## config.mk

```make
export PLATFORM = sky130hd
export DESIGN_NAME = lpm_clkctl
export DESIGN_NICKNAME = d
export VERILOG_FILES = /design/src/rtl/lpm_pkg.sv /design/src/rtl/lpm_seq.sv /design/src/rtl/lpm_busrd.sv /design/src/rtl/lpm_gate.sv /design/src/rtl/lpm_clkctl.sv
export SDC_FILE = /design/constraint.sdc
export NUM_CORES = 1
export LEC_CHECK = 0
export BUFFER_PORTS_ARGS = -buffer_cell sky130_fd_sc_hd__buf_4
export CAP_MARGIN = 20
export CORE_MARGIN = 2
export CORE_UTILIZATION = 45
export CTS_BUF_LIST = sky130_fd_sc_hd__clkbuf_16
export DETAILED_ROUTE_END_ITERATION = 12
export HOLD_SLACK_MARGIN = 0.03
export PLACE_DENSITY_LB_ADDON = 0.2
export SYNTH_ARGS = -nofsm -noshare
export SYNTH_HDL_FRONTEND = slang
export SYNTH_SLANG_ARGS = --single-unit
```

## constraint.sdc

```tcl
create_clock -name clk -period 3.4 [get_ports clk]
set_clock_uncertainty 0.15 [all_clocks]
set_input_delay 0.34 -clock clk [delete_from_list [all_inputs] [get_ports clk]]
set_output_delay 0.34 -clock clk [all_outputs]
set_load 0.05 [all_outputs]
```

## src/rtl/lpm_pkg.sv

```systemverilog
package lpm_pkg;

    typedef enum logic [1:0] {
        PS_RUN  = 2'b00,
        PS_WAIT = 2'b01,
        PS_STOP = 2'b10
    } pstate_t;

    typedef struct packed {
        logic cpu;
        logic tmr;
        logic cnt;
        logic osc;
    } clken_t;

    localparam clken_t CLKEN_ALL = '{cpu: 1'b1, tmr: 1'b1, cnt: 1'b1, osc: 1'b1};
    localparam clken_t CLKEN_OFF = '{cpu: 1'b0, tmr: 1'b0, cnt: 1'b0, osc: 1'b0};

    // Decide the clock enables for one state and the gating inputs.
    function automatic clken_t clk_plan(pstate_t s, logic settling, logic imask,
                                        logic wdog_off, logic cnt_run);
        clken_t e;
        e = CLKEN_OFF;
        case (s)
            PS_RUN: begin
                e     = CLKEN_ALL;
                e.cpu = ~settling;
            end
            PS_WAIT: begin
                e.cpu = 1'b0;
                e.osc = 1'b1;
                e.tmr = ~(imask & wdog_off);
                e.cnt = e.tmr & cnt_run;
            end
            default: e = CLKEN_OFF;
        endcase
        return e;
    endfunction

endpackage

```

## src/rtl/lpm_seq.sv

```systemverilog
module lpm_seq
    import lpm_pkg::*;
#(
    parameter int SETTLE_CYC = 4
) (
    input  logic    clk,
    input  logic    rst,
    input  logic    wait_req,
    input  logic    stop_req,
    input  logic    stack_done,
    input  logic    irq_pend,
    output pstate_t state,
    output pstate_t nxt,
    output logic    settling
);
    localparam int SW = $clog2(SETTLE_CYC + 1);

    logic [SW-1:0] settle_q;

    always_comb begin
        nxt = state;
        case (state)
            PS_RUN: begin
                if (irq_pend)                    nxt = PS_RUN;
                else if (stop_req)               nxt = PS_STOP;
                else if (wait_req && stack_done) nxt = PS_WAIT;
            end
            PS_WAIT: if (irq_pend) nxt = PS_RUN;
            PS_STOP: if (irq_pend) nxt = PS_RUN;
            default: nxt = PS_RUN;
        endcase
    end

    always_ff @(posedge clk) begin
        if (rst) begin
            state    <= PS_RUN;
            settle_q <= '0;
        end else begin
            state <= nxt;
            if (state == PS_STOP && nxt == PS_RUN)
                settle_q <= SW'(SETTLE_CYC);
            else if (nxt == PS_STOP)
                settle_q <= '0;
            else if (settle_q != '0)
                settle_q <= settle_q - SW'(1);
        end
    end

    assign settling = (settle_q != '0);

endmodule

```

## src/rtl/lpm_busrd.sv

```systemverilog
module lpm_busrd
    import lpm_pkg::*;
#(
    parameter int AW = 16
) (
    input  logic          clk,
    input  logic          rst,
    input  pstate_t       state,
    input  pstate_t       nxt,
    input  logic [AW-1:0] stack_addr,
    output logic          rd_stb,
    output logic [AW-1:0] rd_addr
);
    always_ff @(posedge clk) begin
        if (rst) begin
            rd_stb  <= 1'b0;
            rd_addr <= '0;
        end else begin
            rd_stb <= (nxt == PS_WAIT);
            if (state != PS_WAIT && nxt == PS_WAIT)
                rd_addr <= stack_addr;
            else if (nxt != PS_WAIT)
                rd_addr <= '0;
        end
    end

endmodule

```

## src/rtl/lpm_gate.sv

```systemverilog
module lpm_gate
    import lpm_pkg::*;
(
    input  logic    clk,
    input  logic    rst,
    input  pstate_t state,
    input  logic    settling,
    input  logic    i_mask,
    input  logic    wdog_off,
    input  logic    cnt_run,
    output clken_t  en
);
    // Registered on the falling edge so enables settle while the clock is low.
    always_ff @(negedge clk) begin
        if (rst) en <= CLKEN_ALL;
        else     en <= clk_plan(state, settling, i_mask, wdog_off, cnt_run);
    end

endmodule

```

## src/rtl/lpm_clkctl.sv

```systemverilog
module lpm_clkctl
    import lpm_pkg::*;
#(
    parameter int AW         = 16,
    parameter int SETTLE_CYC = 4
) (
    input  logic          clk,
    input  logic          rst,
    input  logic          wait_req,
    input  logic          stop_req,
    input  logic          stack_done,
    input  logic          irq_pend,
    input  logic          i_mask,
    input  logic          wdog_off,
    input  logic          cnt_run,
    input  logic [AW-1:0] stack_addr,
    input  logic          ram_we_in,
    output logic          cpu_clk_en,
    output logic          tmr_clk_en,
    output logic          cnt_clk_en,
    output logic          osc_en,
    output logic          bus_rd_stb,
    output logic [AW-1:0] bus_addr,
    output logic          ram_we_out,
    output logic [1:0]    pwr_state
);
    pstate_t state, nxt;
    logic    settling;
    clken_t  en;

    lpm_seq #(.SETTLE_CYC(SETTLE_CYC)) u_seq (
        .clk(clk), .rst(rst), .wait_req(wait_req), .stop_req(stop_req),
        .stack_done(stack_done), .irq_pend(irq_pend),
        .state(state), .nxt(nxt), .settling(settling)
    );

    lpm_busrd #(.AW(AW)) u_busrd (
        .clk(clk), .rst(rst), .state(state), .nxt(nxt),
        .stack_addr(stack_addr), .rd_stb(bus_rd_stb), .rd_addr(bus_addr)
    );

    lpm_gate u_gate (
        .clk(clk), .rst(rst), .state(state), .settling(settling),
        .i_mask(i_mask), .wdog_off(wdog_off), .cnt_run(cnt_run), .en(en)
    );

    assign cpu_clk_en = en.cpu;
    assign tmr_clk_en = en.tmr;
    assign cnt_clk_en = en.cnt;
    assign osc_en     = en.osc;
    assign ram_we_out = ram_we_in & (state == PS_RUN);
    assign pwr_state  = state;

endmodule

```

# Word-level counts from Yosys, hierarchy flattened
# Index checks and enable logic that the tools add are counted.
# totals
regBits,26
in_bits,26
output_inout_bits,24
word_cells,42
# classes
add_sub_neg,1
eq_ne,6
mux,11
n_bitwise,5
reduce_logical,10
# ops
cell,count
$mux W16,2
$mux W3,3
$mux W2,4
$pmux W4 S2,1
$reduce_bool A3 Y1,2
$eq A2 B1 Y1 const B,2
$eq A2 B2 Y1 const B,2
$logic_not A2 Y1,2
$ne A2 B1 Y1 const B,2
$pmux W2 S2,1
$and A1 B1 Y1,3
$logic_and A1 B1 Y1,3
$reduce_or A3 Y1,1
$sub A3 B1 Y3 const B,1
$not A1 Y1,2
$reduce_bool A2 Y1,1
$reduce_or A2 Y1,1

# Depth between registers and ports, before layout
# depth
depth_word,8
ltp_mapped,8
ltp_nobuf,6

# Hierarchy
# A second synthesis with hierarchy kept.
# hier_totals
hier_cells,129
area_unflattened_um2,1148.6
# by_module_without_submodules
mod,instances,cells_each,area_each_um2,seq_area_each_um2
lpm_busrd,1,75,650.6,340.3
lpm_seq,1,39,349.1,100.1
lpm_gate,1,14,136.4,80.1
lpm_clkctl,1,1,12.5,0.0

==> impl_metrics.py <==
metrics = {
    "status": {
        "status": "completed",
    },
    "final_layout": {
        "antennaDiodeCount": 0,
        "instances_no_fill": 187,
        "nets": 190,
        "drive_above_1_share_pct": 47.1,
        "finalCoreUtilization_pct": 66.7,
        "nFillCells": 204,
        "area_growth_pct": 41.1,
    },
    "synthesis": {
        "synth_seq_cells": 26,
        "synth_area_per_cell_um2": 11.3,
        "async_flop_share_pct": 0,
        "ys.flop_type": "dfxtp_1",
        "ys_warn_count": 0,
        "ys_types": 33,
        "synth_area_leaders": "dfxtp_1 45%, mux2i_1 14%, nor2_4 8.7%",
        "syn_inst": 103,
        "seq_area_frac_synth_pct": 44.8,
        "yosysTopAreaCell": "dfxtp_1",
        "synth_top_area_share_pct": 44.8,
        "synth_edf_count": 0,
        "syn_area_mm2": 0.00116,
        "syn-num-nets": 135,
    },
    "drt": {
        "via_per_inst": 4.80,
        "firstDrtPassIters": 4,
        "ant_nets": 0,
        "drc": 0,
        "wl_um": 2180,
        "drt_first_iter_violations": 11,
        "via_count": 897,
        "wl_per_cell_um": 11.6,
    },
    "power": {
        "p_leak_nw": 0.716,
        "p_per_area_mw_per_mm2": 501,
        "irDropWorstVdd_uv": 287,
    },
    "sta": {
        "worstMarginPinSlew_ns": 0.280,
        "slew_headroom_pct": 80.8,
        "grt_setup_unrepaired": "false",
        "tns_ns": 0,
        "whs_ns": 0.161,
        "finalHoldViolations": 0,
        "drv_slew": 0,
        "setup_violations": 0,
        "layout_setup_ws_ns": 0.276,
    },
    "floorplanning": {
        "core_mm2": 0.00245,
        "die_y_um": 54.8,
        "fp.dieW_um": 54.8,
        "initial_core_util_pct": 47.3,
        "dieArea_mm2": 0.00300,
        "io_pins": 50,
        "rows": 18,
    },
    "global_routing": {
        "grt_antenna_before_repair": 0,
        "grt_overflow": 0,
        "grt_pass1_wl_um": 3470,
        "grt_max_degree": 15,
        "grt_util_all_layers_pct": 16.7,
        "first_global_vias": 859,
    },
    "hold_path": {
        "worstHoldEndpoint": "u_busrd.rd_addr[15]$_SDFFE_PP0P_",
        "hold_start": "stack_addr[15]",
        "hold_path.class": "input port to flop",
        "min_path_cells": 3,
    },
    "run": {
        "cap_violations": 0,
    },
    "place": {
        "place_ws_ns": 0.200,
        "dp.cells": 180,
        "gp_congestion": 0.775,
        "place_hpwl_um": 1730,
        "io_buffers": 49,
    },
    "clock_tree": {
        "cts_tree": "built",
        "holdBufCountCts": 0,
        "htreeDepth": 1,
        "clk_path_buf_depth": 2,
        "clk_pin_slew_ns": 0.06,
        "cts_resized": 0,
        "cts_made_buffers": 3,
        "cts_root_buffer": "clkbuf_16",
        "post_cts.repair.setup_buffers": 0,
        "clock_latency_ns": 0.26,
        "cts_sinks": 26,
    },
    "worst_setup_path": {
        "startpoint_type": "flop",
        "worstPathRequired_ns": 1.76,
        "path_max_fanout": 8,
        "worstSetupPathType": "flop to flop",
        "reg2reg_depth": 3,
        "end_kind": "flop",
        "r2r-start": "u_seq.state[0]$_SDFF_PP0_",
        "rrSetupSlack_ns": 0.28,
        "r2r-end": "u_gate.en[0]$_SDFF_NP1_",
        "worstPathArrival_ns": 1.48,
    },
}
-- synthesized netlist by cell type (2+ instances only) --
master and number:
dfxtp_1 26, mux2i_1 16, nor2_4 9, a211oi_1 2, nor2b_1 2, inv_1 5, nand2_1 3, ha_1 6
nor2_1 10
-- flip-flops by register name, summed over array words and instances, names as in the netlist --
| signal | count |
|---|---|
| u_busrd.rd_addr | 16 |
| u_gate.en | 4 |
| u_seq.settle_q | 3 |
| u_seq.state | 2 |
| u_busrd.rd_stb | 1 |
-- through the flow --
| step | total power [mW] | area, um^2 |
|---|---|---|
| 2_1_floorplan | 0.502 | 1160 |
| 3_3_place_gp | 0.556 | 1550 |
| 3_5_place_dp | 0.563 | 1550 |
| 4_1_cts | 0.832 | 1640 |
| 5_1_grt | 0.870 | 1640 |
| 6_report | 0.820 | 1640 |
-- cell families (layout without fill, tap and decap cells) --
logic type,count (synthesis),count (layout),synth area share [%]
adders and majority gates,6,6,6.47
xor gates and xnor gates,1,1,0.754
buffers and inverters,11,65,5.71
AOI/OAI and AO/OA,11,11,8.19
DFF,26,26,44.8
muxes,17,17,14.8
and+or+nand+nor,31,31,19.3
-- power by group --
group          total, mW  switching, mW  internal (mW)  leakage, nW
clock              0.272          0.109          0.163       0.0636
combinational      0.211          0.113         0.0976        0.441
sequential         0.337        0.00858          0.329        0.212
-- worst max path at each step --
stage / start / to / slack, ns / cells after the start
final: u_seq.state[0]$_SDFF_PP0_ / u_gate.en[0]$_SDFF_NP1_ / 0.28 / 3
after global routing: u_seq.state[0]$_SDFF_PP0_ / u_gate.en[0]$_SDFF_NP1_ / 0.22 / 3
after CTS: u_seq.state[0]$_SDFF_PP0_ / u_gate.en[0]$_SDFF_NP1_ / 0.27 / 3
after detailed placement: u_seq.state[0]$_SDFF_PP0_ / u_gate.en[0]$_SDFF_NP1_ / 0.20 / 3
after global placement: u_seq.state[0]$_SDFF_PP0_ / u_gate.en[0]$_SDFF_NP1_ / 0.26 / 3
after floorplan: u_seq.state[1]$_SDFF_PP0_ / u_gate.en[0]$_SDFF_NP1_ / 0.06 / 4
-- layout make-up --
class | count | area, um^2 | share of cell area [%]
Multi-Input combinational cell | 66 | 574 | 35.1
Sequential cell | 26 | 523 | 31.9
Timing Repair Buffer | 52 | 390 | 23.8
Clock buffer | 3 | 75.1 | 4.58
Tap cell | 30 | 37.5 | 2.29
Clock inverter | 5 | 18.8 | 1.15
Inverter | 5 | 18.8 | 1.15
-- worst max-delay path, cell delays in order, from the launching register on --
cell and delay (ns):
dfxtp_2 0.38, inv_1 0.08, ha_1 0.29, or3_2 0.47
-- layer usage --
layer / part of all wire (%) / global-route usage, % / vias to the layer above
met2: 51 / 31.0 / 42
met4: 1.8 / 7.50 / 0
met3: 9.0 / 3.55 / 5
met5: 0 / 0 / -
li1: - / - / 454
met1: 38 / 17.8 / 396
-- cell usage in the layout (no fill, tap or decap), types with 2 or more instances in the layout --
cell type / instances
ha_1: 6
inv_1: 9
mux2i_1: 16
dfxtp_2: 2
nor2_4: 9
nor2_1: 10
a211oi_1: 2
nor2b_1: 2
dfxtp_1: 24
clkbuf_16: 3
nand2_1: 3
buf_4: 52
No activity file was read; power rests on OpenSTA's default activity.
